File: config.mk
export PLATFORM = sky130hd
export DESIGN_NAME = rpt_cmd_seq
export DESIGN_NICKNAME = d
export VERILOG_FILES = /design/src/rtl/rcs_pkg.sv /design/src/rtl/rcs_store.sv /design/src/rtl/rcs_advlatch.sv /design/src/rtl/rcs_ctrl.sv /design/src/rtl/rpt_cmd_seq.sv
export SDC_FILE = /design/constraint.sdc
export NUM_CORES = 1
export LEC_CHECK = 0
export ABC_AREA = 1
export BUFFER_PORTS_ARGS = -buffer_cell sky130_fd_sc_hd__buf_2
export CAP_MARGIN = 25
export CORE_AREA = 2 2 135 137
export DETAILED_ROUTE_END_ITERATION = 16
export DIE_AREA = 0 0 137 139
export HOLD_SLACK_MARGIN = 0.1
export PLACE_DENSITY = 0.83
export SYNTH_ARGS = -nofsm -noshare
export SYNTH_HDL_FRONTEND = slang
export SYNTH_SLANG_ARGS = --single-unit
File: constraint.sdc
create_clock -name clk -period 13.45 [get_ports clk]
set_input_delay 2.0175 -clock clk [delete_from_list [all_inputs] [get_ports clk]]
set_output_delay 2.0175 -clock clk [all_outputs]
set_load 0.1 [all_outputs]
File: src/rtl/rcs_pkg.sv
package rcs_pkg;

  typedef enum logic {SEQ_RUN = 1'b0, SEQ_HOLD = 1'b1} seq_state_e;

  // distance from tail to head on a ring of 2**pw pointer values
  function automatic int unsigned ring_level(input int unsigned head,
                                             input int unsigned tail,
                                             input int unsigned pw);
    return (head - tail) & ((32'd1 << pw) - 32'd1);
  endfunction

endpackage

File: src/rtl/rcs_store.sv
module rcs_store #(
  parameter int DEPTH = 8,
  parameter int CMD_W = 32,
  localparam int AW = $clog2(DEPTH)
) (
  input  logic             clk,
  input  logic             wr_en,
  input  logic [AW-1:0]    wr_addr,
  input  logic [CMD_W-1:0] wr_data,
  input  logic [AW-1:0]    rd_addr,
  output logic [CMD_W-1:0] rd_data
);
  logic [CMD_W-1:0] slot_q [DEPTH];

  for (genvar g = 0; g < DEPTH; g++) begin : g_slot
    always_ff @(posedge clk) begin
      if (wr_en && (wr_addr == AW'(g))) slot_q[g] <= wr_data;
    end
  end

  assign rd_data = slot_q[rd_addr];
endmodule

File: src/rtl/rcs_advlatch.sv
module rcs_advlatch (
  input  logic clk,
  input  logic rst_n,
  input  logic adv_in,
  input  logic consume,
  output logic pending
);
  always_ff @(posedge clk) begin
    if (!rst_n)       pending <= 1'b0;
    else if (consume) pending <= 1'b0;
    else if (adv_in)  pending <= 1'b1;
  end
endmodule

File: src/rtl/rcs_ctrl.sv
module rcs_ctrl
  import rcs_pkg::*;
#(
  parameter int PW = 4
) (
  input  logic          clk,
  input  logic          rst_n,
  input  logic          pop_fire,
  input  logic          pop_pause,
  input  logic          pop_repeat,
  input  logic          repeat_trig,
  input  logic          adv_eff,
  output logic [PW-1:0] rd_ptr,
  output logic [PW-1:0] rpt_ptr,
  output logic          rpt_valid,
  output logic          hold,
  output logic          replay_ev,
  output logic          release_ev
);
  seq_state_e state_q;

  assign hold       = (state_q == SEQ_HOLD);
  assign replay_ev  = hold && repeat_trig && !adv_eff;
  assign release_ev = hold && repeat_trig && adv_eff;

  always_ff @(posedge clk) begin
    if (!rst_n) begin
      state_q   <= SEQ_RUN;
      rd_ptr    <= '0;
      rpt_ptr   <= '0;
      rpt_valid <= 1'b0;
    end else begin
      if (pop_fire) begin
        rd_ptr <= rd_ptr + PW'(1);
        if (pop_repeat) begin
          rpt_ptr   <= rd_ptr;
          rpt_valid <= 1'b1;
        end
        if (pop_pause) state_q <= SEQ_HOLD;
      end
      if (replay_ev) begin
        state_q <= SEQ_RUN;
        if (rpt_valid) rd_ptr <= rpt_ptr;
      end
      if (release_ev) begin
        state_q   <= SEQ_RUN;
        rpt_valid <= 1'b0;
      end
    end
  end
endmodule

File: src/rtl/rpt_cmd_seq.sv
module rpt_cmd_seq
  import rcs_pkg::*;
#(
  parameter int DEPTH = 8,
  parameter int CMD_W = 32,
  localparam int AW = $clog2(DEPTH),
  localparam int PW = AW + 1,
  localparam int PAUSE_BIT = CMD_W - 1,
  localparam int REPEAT_BIT = CMD_W - 2
) (
  input  logic             clk,
  input  logic             rst_n,
  input  logic             push_valid,
  input  logic [CMD_W-1:0] push_data,
  output logic             full,
  output logic             cmd_valid,
  output logic [CMD_W-1:0] cmd_data,
  input  logic             cmd_ready,
  input  logic             repeat_trig,
  input  logic             advance_trig,
  output logic             paused,
  output logic [PW-1:0]    wr_ptr,
  output logic [PW-1:0]    rd_ptr,
  output logic [PW-1:0]    rpt_ptr,
  output logic             rpt_valid
);
  logic [PW-1:0] base_ptr;
  logic [PW-1:0] level;
  logic          push_fire;
  logic          pop_fire;
  logic          empty;
  logic          adv_pending;
  logic          adv_eff;
  logic          replay_ev;
  logic          release_ev;

  // occupancy counts the protected section when one exists
  assign base_ptr  = rpt_valid ? rpt_ptr : rd_ptr;
  assign level     = PW'(ring_level(32'(wr_ptr), 32'(base_ptr), PW));
  assign full      = (level == PW'(DEPTH));
  assign push_fire = push_valid && !full;
  assign empty     = (rd_ptr == wr_ptr);
  assign cmd_valid = !paused && !empty;
  assign pop_fire  = cmd_valid && cmd_ready;
  assign adv_eff   = adv_pending || advance_trig;

  always_ff @(posedge clk) begin
    if (!rst_n)         wr_ptr <= '0;
    else if (push_fire) wr_ptr <= wr_ptr + PW'(1);
  end

  rcs_store #(.DEPTH(DEPTH), .CMD_W(CMD_W)) store_i (
    .clk     (clk),
    .wr_en   (push_fire),
    .wr_addr (wr_ptr[AW-1:0]),
    .wr_data (push_data),
    .rd_addr (rd_ptr[AW-1:0]),
    .rd_data (cmd_data)
  );

  rcs_advlatch adv_i (
    .clk     (clk),
    .rst_n   (rst_n),
    .adv_in  (advance_trig),
    .consume (release_ev),
    .pending (adv_pending)
  );

  rcs_ctrl #(.PW(PW)) ctrl_i (
    .clk         (clk),
    .rst_n       (rst_n),
    .pop_fire    (pop_fire),
    .pop_pause   (cmd_data[PAUSE_BIT]),
    .pop_repeat  (cmd_data[REPEAT_BIT]),
    .repeat_trig (repeat_trig),
    .adv_eff     (adv_eff),
    .rd_ptr      (rd_ptr),
    .rpt_ptr     (rpt_ptr),
    .rpt_valid   (rpt_valid),
    .hold        (paused),
    .replay_ev   (replay_ev),
    .release_ev  (release_ev)
  );
endmodule

==> summary.txt <==
Clock tree
  – Root Driver: clkbuf_16
  – Worst-skew pair later-pin latency: 0.53 ns
  – Clock-pin slew on the worst setup and hold paths: 0.06 ns
  – CTS tree: built
  – Deepest clock path buffer count: 3
  – # Post-CTS Setup Buffers: 0
  – Htree depth: 1
  – Total CTS buffers: 27
  – Hold buffer count at CTS: 0
  – Clock sinks: 271
  – CTS resizes: 0

Power
  – PwrDens: 250.6 nW/um^2
  – P_leak: 4.453 nW
  – Worst vdd ir: 256.8 uV

Finish
  – Reg area: 7993 um^2
  – Nets: 1,037
  – Layout Cells excl Fill: 1,238
  – Multi-input logic area: 2660 um^2
  – Filler cell count: 1,200
  – Post-route cell area: 12,370 um^2
  – Utilization after layout: 70.06%
  – Layout cells sized above 1: 15.38%
  – Area Overhead vs Synth: 11.84%

Drt
  – Via/cell ratio: 5.797
  – Antenna viol nets, final: 0
  – Initial DRC count: 625
  – Detailed-route wire length per cell: 18.51 um
  – Drt drc: 0
  – First-pass detailed-route iteration total: 5
  – Routed Wire Length: 22,920 um
  – Via count: 7,177

Setup path
  – CP cell instances: buf_4 > o21ai_0 > o22ai_1 > nor2_1 > a31oi_1 > buf_2
  – CP delay by family, top: buffers and inverters
  – Buf/Inv on CP: 2
  – FF-to-FF setup slack: 10.04 ns
  – Startpoint Class: register
  – FF-to-FF End: store_i.slot_q[0][19]$_DFFE_PP_
  – Slowest stage delay, CP: 0.73 ns
  – Worst R2R Path Depth: 12
  – Slowest CP cell: dfxtp_4
  – Arr. time, crit path: 3.45 ns
  – Worst Path Required: 11.43 ns
  – Worst path depth: 6
  – RR Startpoint: ctrl_i.rd_ptr[0]$_SDFF_PN0_
  – CP startpoint: ctrl_i.rd_ptr[0]$_SDFF_PN0_
  – Crit end category: output pin
  – Max FO, Critical Path: 84
  – Crit Path Category: reg2out

Logic synthesis
  – Post-synth EDFFs: 256
  – Top cell type's share of synthesized area: 69.50%
  – Count leader, synth: edfxtp_1
  – Synth top area cells: edfxtp_1 70%, nor2_1 8.3%, o21ai_0 5.7%
  – Dominant synthesized flop cell: edfxtp_1
  – Mapped cell area: 11,060 um^2
  – Post-synth top cells: 256 x edfxtp_1, 244 x nor2_1, 125 x o21ai_0
  – Gate Count Post-Synth: 919
  – Post-synthesis sequential area ratio: 72.22%
  – Synth async-reset ratio: 0%
  – Seq cells post-synth: 271
  – Synth area leader: edfxtp_1
  – Synthesized Nets: 967
  – Netlist cell types: 32
  – Avg Inst Size Synth: 12.04 um^2
  – Synth warn: 0

STA
  – Clk_skew: 0.01224 ns
  – Worst slew margin: 41.95%
  – Count of final setup violators: 0
  – Tcrit/Tclk final: 40.69%
  – RSZ-0062 raised after global routing: false
  – Min Tclk post-route: 5.472 ns
  – TNS Setup: 0 ns
  – F_max: 182.7 MHz
  – Actual slew at the worst max-slew pin: 0.8708 ns
  – Final Hold Fails: 0
  – Max Slew Vio Count: 0
  – Hold slack: 0.5624 ns

Global route
  – Met3 Usage GRT: 3.801%
  – GR Util met1: 32.80%
  – GRT Overall Usage: 24.07%
  – GR Util met2: 39.57%
  – GR peak layer: met2
  – Vias in the first global route: 6,867
  – First-pass GRT wire length: 35,650 um
  – Initial antenna violation count: 1
  – Largest net degree at the start of global routing: 133
  – Total gr overflow: 0

Placement
  – Gpl congestion: 0.8058
  – Hpwl dp: 11,790 um
  – Port Buf Inserts: 85
  – Placed Cells: 1,189
  – Cell Area, Placed: 11,600 um^2

Floorplanning
  – Die Span Y: 139 um
  – Die width: 137 um
  – Starting density of the core: 62.64%
  – Ports: 86
  – Die ar.: 19,040 um^2
  – CORE AREA: 17,660 um^2
  – Core Rows: 49

Status
  – Status: complete, no violations

Hold path
  – Worst hold path startpoint: adv_i.pending$_SDFFE_PP0P_
  – HP Class: reg2reg
  – Hold Path Depth: 2
  – Worst Hold Path EP: adv_i.pending$_SDFFE_PP0P_

Run
  – Maxcap violations: 0
==> kinds of logic after synthesis <==
group / after synthesis / synth area share [%]
buffers and inverters: 89 / 4.140
and+or+nand+nor: 343 / 12.35
xor gates and xnor gates: 2 / 0.1584
AOI/OAI and AO/OA: 204 / 10.00
adders and majority gates: 10 / 1.131
DFF: 271 / 72.22
==> metrics by stage <==
stage	total power [mW]	setup slack, ns
final	3.100	7.978
after global placement	2.427	8.770
after CTS	3.110	8.006
after global routing	3.238	7.815
after floorplan	2.228	7.982
after detailed placement	2.454	8.621
==> area by class of cell <==
type | count | share of cell area, %
Clock buffer | 34 | 5.674
Clock inverter | 14 | 0.5462
Sequential cell | 271 | 64.61
Timing Repair Buffer | 97 | 4.268
Multi-Input combinational cell | 559 | 21.50
Antenna cell | 1 | 0.02023
Tap cell | 229 | 2.316
Inverter | 33 | 1.062
==> registers in the layout (all words and copies together), names as in the netlist <==
register,count
adv_i.pending,1
ctrl_i.hold,1
ctrl_i.rd_ptr,4
ctrl_i.rpt_ptr,4
ctrl_i.rpt_valid,1
store_i.slot_q,256
wr_ptr,4
==> cell usage in the layout (no fill, tap or decap), types with 7 or more instances in the layout <==
master	count
clkbuf_16	27
edfxtp_1	256
buf_4	11
a21oi_1	7
buf_2	85
o22ai_1	32
nand2_1	65
o21ai_1	8
a31oi_1	30
nor2_1	242
clkbuf_1	7
clkinv_1	8
nand3_1	15
dfxtp_1	13
ha_1	10
o21ai_0	125
inv_1	28
==> power by group <==
part           total, mW  leakage [nW]  internal [mW]  switching, mW
clock              0.658         0.374          0.367          0.292
sequential          1.13          2.45           1.07         0.0630
combinational       1.31          1.63          0.225           1.08
==> worst reg2reg max path, stage by stage (launching register included) <==
cell     delay [ns]
dfxtp_4        0.73
inv_6          0.41
o21ai_0        0.39
ha_1           0.18
inv_1          0.05
nand2_1        0.06
nand2_1        0.06
inv_1          0.05
nand2_1        0.06
nand3_2        0.12
nand2_2        0.22
nor3_2         0.16
buf_4          0.53
==> worst max-delay path by stage <==
| stage | to |
|---|---|
| 5_1_grt | cmd_data[10] |
| 6_report | cmd_data[10] |
| 4_1_cts | cmd_data[10] |
| 2_1_floorplan | cmd_data[12] |
| 3_5_place_dp | cmd_data[10] |
| 3_3_place_gp | cmd_data[3] |
==> per-layer routing <==
| metal | vias up | wire [um] |
|---|---|---|
| met5 | - | 0 |
| met4 | 0 | 601 |
| met3 | 52 | 1521 |
| met2 | 275 | 11280 |
| met1 | 3440 | 9516 |
| li1 | 3410 | - |
(Power assumes the default switching activity.)
